===== config.mk =====
export PLATFORM = sky130hd
export DESIGN_NAME = chain_bus_arbiter
export DESIGN_NICKNAME = d
export VERILOG_FILES = /design/src/rtl/chain_arb_pkg.sv /design/src/rtl/req_wired_or.sv /design/src/rtl/grant_stage.sv /design/src/rtl/tenure_timer.sv /design/src/rtl/chain_bus_arbiter.sv
export SDC_FILE = /design/constraint.sdc
export NUM_CORES = 1
export LEC_CHECK = 0
export CORE_AREA = 2 2 39 41
export DETAILED_ROUTE_END_ITERATION = 6
export DIE_AREA = 0 0 41 43
export GPL_ROUTABILITY_DRIVEN = 0
export HOLD_SLACK_MARGIN = 0.12
export PLACE_DENSITY_LB_ADDON = 0.1
export SYNTH_ARGS = -nofsm -noshare
export SYNTH_HDL_FRONTEND = slang
export SYNTH_SLANG_ARGS = --single-unit

===== constraint.sdc =====
create_clock -name clk -period 2.4 [get_ports clk]
set_input_delay 0.36 -clock clk [delete_from_list [all_inputs] [get_ports clk]]
set_output_delay 0.36 -clock clk [all_outputs]
set_load 0.05 [all_outputs]

===== src/rtl/chain_arb_pkg.sv =====
package chain_arb_pkg;
  typedef enum logic {
    ST_FREE = 1'b0,
    ST_HELD = 1'b1
  } arb_state_t;
endpackage


===== src/rtl/req_wired_or.sv =====
// Merges every device request into one line; identity of the requester is lost.
module req_wired_or #(
  parameter int N_DEV = 4
) (
  input  logic [N_DEV-1:0] req,
  output logic             any_req
);
  logic [N_DEV:0] acc;
  assign acc[0] = 1'b0;
  generate
    for (genvar i = 0; i < N_DEV; i++) begin : g_or
      assign acc[i+1] = acc[i] | req[i];
    end
  endgenerate
  assign any_req = acc[N_DEV];
endmodule


===== src/rtl/grant_stage.sv =====
// One link of the chain: keep the grant when requesting, otherwise forward it.
module grant_stage (
  input  logic grant_in,
  input  logic req,
  output logic take,
  output logic grant_out
);
  assign take      = grant_in & req;
  assign grant_out = grant_in & ~req;
endmodule


===== src/rtl/tenure_timer.sv =====
// Counts tenure cycles; frozen when advance is low, cleared while the bus is free.
module tenure_timer #(
  parameter int TENURE = 4,
  parameter int CNT_W  = $clog2(TENURE) + 1
) (
  input  logic clk,
  input  logic rst,
  input  logic clear,
  input  logic advance,
  output logic expired
);
  localparam logic [CNT_W-1:0] LAST = CNT_W'(TENURE - 1);
  logic [CNT_W-1:0] cnt;

  always_ff @(posedge clk) begin
    if (rst || clear) begin
      cnt <= '0;
    end else if (advance && !expired) begin
      cnt <= cnt + 1'b1;
    end
  end

  assign expired = (cnt == LAST);
endmodule


===== src/rtl/chain_bus_arbiter.sv =====
module chain_bus_arbiter
  import chain_arb_pkg::*;
#(
  parameter int N_DEV  = 4,
  parameter int TENURE = 4
) (
  input  logic             clk,
  input  logic             rst,
  input  logic [N_DEV-1:0] dev_req,
  input  logic             mode_async,
  input  logic             halt,
  input  logic             release_i,
  output logic             head_grant,
  output logic [N_DEV-1:0] owner,
  output logic             bus_busy
);
  localparam int CNT_W = $clog2(TENURE) + 1;

  arb_state_t       state;
  logic             any_req;
  logic             start;
  logic             finish;
  logic             expired;
  logic [N_DEV-1:0] take_vec;
  logic [N_DEV-1:0] chain;

  req_wired_or #(.N_DEV(N_DEV)) u_or (
    .req     (dev_req),
    .any_req (any_req)
  );

  // Halt holds off the next arbitration only in timed mode.
  assign start = (state == ST_FREE) && any_req && !(halt && !mode_async);

  // Grant offered at the head of the chain when a new cycle starts.
  assign chain[0] = start;
  generate
    for (genvar i = 0; i < N_DEV; i++) begin : g_chain
      if (i < N_DEV - 1) begin : g_mid
        grant_stage u_stage (
          .grant_in  (chain[i]),
          .req       (dev_req[i]),
          .take      (take_vec[i]),
          .grant_out (chain[i+1])
        );
      end else begin : g_tail
        assign take_vec[i] = chain[i] & dev_req[i];
      end
    end
  endgenerate

  tenure_timer #(.TENURE(TENURE), .CNT_W(CNT_W)) u_timer (
    .clk     (clk),
    .rst     (rst),
    .clear   (state == ST_FREE),
    .advance ((state == ST_HELD) && !mode_async && !halt),
    .expired (expired)
  );

  always_comb begin
    finish = 1'b0;
    if (state == ST_HELD) begin
      if (mode_async) finish = release_i;
      else            finish = !halt && expired;
    end
  end

  always_ff @(posedge clk) begin
    if (rst) begin
      state      <= ST_FREE;
      head_grant <= 1'b0;
      bus_busy   <= 1'b0;
      owner      <= '0;
    end else if (start) begin
      state      <= ST_HELD;
      head_grant <= 1'b1;
      bus_busy   <= 1'b1;
      owner      <= take_vec;
    end else if (finish) begin
      state      <= ST_FREE;
      head_grant <= 1'b0;
      bus_busy   <= 1'b0;
      owner      <= '0;
    end
  end
endmodule


==> results of run 1 <==
## metal layers
metal,global-route usage,share of wire
met5,0,0
met4,0.0933,0.043
met3,0.0471,0.060
met2,0.131,0.44
met1,0.136,0.46
## registers in the layout, indices dropped and copies added, names as in the netlist
register     cells
state            1
u_timer.cnt      3
owner            4
## stage by stage
stage / area [um^2] / hold slack, ns
2_1_floorplan: 382 / 0.431
3_3_place_gp: 534 / 0.467
3_5_place_dp: 534 / 0.456
4_1_cts: 557 / 0.469
5_1_grt: 557 / 0.489
6_report: 557 / 0.463
## synthesized netlist by cell type, drive strengths merged
| cell type | instances | area [um^2] |
|---|---|---|
| o21ai | 1 | 5.00 |
| xnor2 | 1 | 8.76 |
| buf | 1 | 7.51 |
| a211oi | 2 | 20.0 |
| a32o | 2 | 20.0 |
| or2b | 1 | 7.51 |
| ha | 2 | 25.0 |
| nand2 | 1 | 3.75 |
| a22o | 2 | 17.5 |
| nor4 | 3 | 33.8 |
| nor3 | 2 | 10.0 |
| dfxtp | 8 | 160 |
| nand2b | 1 | 6.26 |
| nor2b | 1 | 6.26 |
| nor2 | 5 | 18.8 |
| mux2i | 1 | 10.0 |
| o21ba | 1 | 10.0 |
| inv | 3 | 11.3 |
## area by class of cell
class / count / share of cell area
clock buffers: 3 / 0.0404
inverters: 3 / 0.0202
multi-input cells: 26 / 0.364
flip-flops and latches: 8 / 0.288
well taps: 16 / 0.0360
repair buffers: 14 / 0.252
## path summary, 6_finish.rpt
kind                  startpoint        to  slack, ns  cells after the start
hold / removal          owner[3]  owner[3]       0.46                      1
setup / recovery           state  bus_busy       0.46                      1
setup reg to reg  u_timer.cnt[0]  owner[1]       0.83                      6
hold reg to reg         owner[3]  owner[3]       0.46                      1
## report_power, final
group	internal, uW	switching, uW	total [uW]
sequential	138	5.72	144
combinational	34.4	43.4	77.8
clock	57.2	45.6	103
## cell families (layout without fill, tap and decap cells)
group                    after synthesis  in the layout
AND/OR/NAND/NOR                       14             14
AO/OA/AOI/OAI                          8              8
flip-flops                             8              8
buffers and inverters                  4             20
adder cells (fa/ha/maj)                2              2
XOR/XNOR                               1              1
multiplexers                           1              1
==> results.md, run 1 <==
* Maximum vdd drop at about 250 uV
* FF/Latch Area at roughly 160 um^2
* Initial antenna violation count at 0
* Commonest non-fill, non-tap cells in the layout: 14 x clkdlybuf4s50_1, 8 x dfxtp_1, 5 x nor2_1
* Clock Latency Late Sink at between 0.2 and 0.3 ns
* Final wirelength at slightly below 800 um
* Slew Limit Fails at 0
* Lkg Pwr at 0.000197 uW
* Iter 0 DRT Violations at 6
* DP Worst Slack at between 0.5 and 0.6 ns
* # fillers at approximately 140
* Post-route antenna net violation count at 0
* Routed via count at roughly 340
* Routed vias/inst at just under 5
* Synth Area in Compound Gates at 0.190
* Largest net degree at the start of global routing at 9
* Post-CTS setup buffers at 0
* Pwr dens at between 500 and 600 nW/um^2
* Layout Utilization at 0.402
* Worst setup path category: register to output port
* Worst path top cell family by delay: buffers and inverters
* Core ar. at roughly 1400 um^2
* Io pins at 15
* Post-Synthesis Cells at 38
* Syn_nets at slightly below 50
* Row count at 14
* Post-Synth Adder-Cell Area at 0.0656
* Initial Util at 0.276
* Post-Synth XOR/XNOR Area at 0.0230
* Post-Synth Simple-Gate Area at 0.226
* Clock period minus worst slack at approximately 2 ns
* FF+latch count, synth at 8
* Port Buf Inserts at 14
* Placed insts at 67
* Mapped Area at about 380 um^2
* CP Cell Sequence: clkdlybuf4s50_1
* Mux cell area share after synthesis at 0.0262
* CP max-delay cell: clkdlybuf4s50_1
* Area grow syn2layout at 45.9%
* TritonCTS clock tree: built
* Final WS setup at 0.455 ns
* # DRC at 0
* H-tree depth at 1
* Mean area per synthesized cell at between 10 and 15 um^2
* Final #Nets at 67
* MaxCap Viol Count at 0
* RSZ-0062 raised after global routing: no
* CTS sink count at 8
* Fin cells at 70
* Largest family of logic cells by synthesized area: simple AND/OR/NAND/NOR gates
* FMAX at 514 MHz
* Hold violation count in the final report at 0
* Worst path required time at 2.04 ns
* Period utilization at 0.810
* Number of global-route vias before repair at ~280
* Yosys cell types at 21
* Fin Setup TNS at 0 ns
* Die X-Extent at 41 um
* Fin Clk Skew at about 0.0016 ns
* CTS resizes at 0
* Post-DP HPWL at between 600 and 700 um
* Slowest stage delay, CP at about 0.86 ns
* Crit path DAT at 1.58 ns
* Total track usage at 0.108
* Layout cells sized above 1 at 0.130
* Hold_buf cts at 0
* Die ar. at roughly 1800 um^2
* Startpoint class of the critical path: register
* Slew @ Worst Pin at just over 0.5 ns
* Die height at 43 um
* Total grt overflow at 0
* Worst-path maximum fanout at 8
* Sequential share of the synthesized area at 0.420
* CTS root buffer: clkbuf_4
* Commonest non-fill, non-tap cell in the layout: clkdlybuf4s50_1
* Total CTS buffers at 3
* Relative slew slack at 0.653
* N_diodes at 0
* Endpoint class of the critical path: output port
* Clock slew at reported path FFs at 0.06 ns
* Post-DR wirelength/cell at approximately 11 um
* Synth warn at 0
* Hold/Removal Path Class: register to register
* Worst Path Buf+Inv at 1
* First-pass GRT wire length at between 1000 and 1500 um
* Initial DRT Pass Iterations at 4
* Clock Path Buffers at 2
* Total chip power at 325 uW
* Final setup viols at 0
* Area of the multi-input gates at between 200 and 250 um^2
* Status: finished, final reports clean
Note: power is estimated with default switching activity, not from simulation.
==> inputs of run 2 (changes only) <==
Clock period 2.4 ns to 1.7 ns, I/O delays scaled along.
==> results.md, run 2 (same netlist as run 1, synthesis figures left out) <==
* GRT busiest layer: met2
* Met3 Use GR at 0.0314
* Max FFs per register at 4
* Die ar. at approximately 1800 um^2
* Post-route antenna net violation count at 0
* Slowest stage delay, CP at 0.37 ns
* Status: finished, final reports clean
* Total stage count of the critical path at 6
* Relative slew slack at 0.786
* Fin Setup TNS at 0 ns
* Initial Util at 0.276
* # DRC at 0
* Worst setup path category: register to register
* Reg2reg path depth at 6
* N_diodes at 0
* Commonest non-fill, non-tap cells in the layout: 9 x buf_4, 8 x clkdlybuf4s50_1, 8 x dfxtp_1
* Core ar. at around 1400 um^2
* Total grt overflow at 0
* CP max-delay cell: a211oi_2
* Startpoint class of the critical path: register
* CP endpoint: owner[1]
* Period utilization at 0.886
* Worst r2r dst: owner[1]
* Pwr dens at about 830 nW/um^2
* Worst-path maximum fanout at 4
* Post-CTS setup buffers at 0
* RSZ-0062 raised after global routing: no
* Initial DRT Pass Iterations at 2
* Worst path top cell family by delay: compound AO/OA/AOI/OAI gates
* Crit path DAT at between 1.5 and 2 ns
* Biggest register: owner
* Area grow syn2layout at 47.9%
* Setup slack, reg-to-reg at 0.19 ns
* Crit path launch: u_timer.cnt[0]
* FMAX at 664 MHz
* Final hold slack at 0.474 ns
* Row count at 14
* RR Startpoint: u_timer.cnt[0]
* Most frequent CP cell: ha_1
* Slew Limit Fails at 0
* Clock Latency Late Sink at around 0.26 ns
* TritonCTS clock tree: built
* Fin Clk Skew at 0.00509 ns
* Clock period minus worst slack at 1.51 ns
* Final #Nets at 70
* Final setup viols at 0
* Die height at around 43 um
* Worst Path Buf+Inv at 0
* Hold violation count in the final report at 0
* Clock Path Buffers at 2
* Final wirelength at about 860 um
* CTS sink count at 8
* Routed via count at around 340
* CTS root buffer: clkbuf_4
* Die X-Extent at 41 um
* M2 GR Usage at 0.188
* Number of global-route vias before repair at 357
* Lkg Pwr at between 0.0002 and 0.00025 uW
* Clock slew at reported path FFs at 0.06 ns
* Maximum vdd drop at approximately 300 uV
* Commonest non-fill, non-tap cell in the layout: buf_4
* DP Area at ~540 um^2
* Endpoint class of the critical path: register
* Io pins at 15
* Final Instance Area at approximately 560 um^2
* CP Cell Sequence: ha_1 -> ha_1 -> nand2b_1 -> o21ai_1 -> a211oi_2 -> a22o_1
* Worst path required time at between 1.5 and 2 ns
* First-pass GRT wire length at 1420 um
* Largest net degree at the start of global routing at 9
* Hold/Removal Path Class: register to register
* Iter 0 DRT Violations at 6
* # fillers at 140
* Biggest registers after layout: owner x4, u_timer.cnt x3, state x1
* Total track usage at 0.124
* H-tree depth at 1
* Routed vias/inst at about 4.7
* Port Buf Inserts at 14
* Slew @ Worst Pin at roughly 0.32 ns
* Initial antenna violation count at 0
* Met1 usage at 0.136
* MaxCap Viol Count at 0
* Post-DR wirelength/cell at around 12 um
* Layout cells sized above 1 at 0.281
* Post-DP HPWL at between 600 and 700 um
* Total CTS buffers at 3
run 2: worst min path at each step:
stage                        start  cells past startpoint       end  slack [ns]
final                     owner[2]                      1  owner[2]        0.47
after global routing      owner[2]                      1  owner[2]        0.51
after CTS                 owner[2]                      1  owner[2]        0.48
after detailed placement  owner[2]                      1  owner[2]        0.46
after global placement    owner[3]                      1  owner[3]        0.46
after floorplan                rst                      1     state        0.33
run 2: per-layer routing:
| layer | routed length [um] | vias up |
|---|---|---|
| met5 | 0 | - |
| met4 | 19 | 0 |
| met3 | 61 | 4 |
| met2 | 423 | 9 |
| met1 | 358 | 152 |
| li1 | - | 177 |
run 2: what timing repair did:
| item | CTS | global route |
|---|---|---|
| gates resized for setup | 0 | 1 |
| endpoints found under the hold margin | 0 | 0 |
| hold buffers | 0 | 0 |
| setup endpoints to repair | 0 | 4 |
run 2: area by class of cell:
type,instances,area [um^2],share of cell area
multi-input cells,26,203,0.359
inverters,3,11.3,0.0200
well taps,16,20.0,0.0355
clock buffers,3,22.5,0.0399
repair buffers,17,148,0.262
flip-flops and latches,8,160,0.284
run 2: power by group:
part	internal, uW	total, uW	switching (uW)
Combinational	49.8	113	62.9
Sequential	195	203	7.86
Clock	81.2	151	69.8
Total	326	467	141
run 2: stage by stage:
stage                     setup slack (ns)  std cells  power [uW]  utilization
after floorplan                      0.119         38         273            -
after global placement              0.0681         70         318        0.392
after detailed placement           0.00578         70         320        0.392
after CTS                            0.125         73         475        0.408
after global routing                0.0571         73         492        0.408
final                                0.193         73         467        0.408
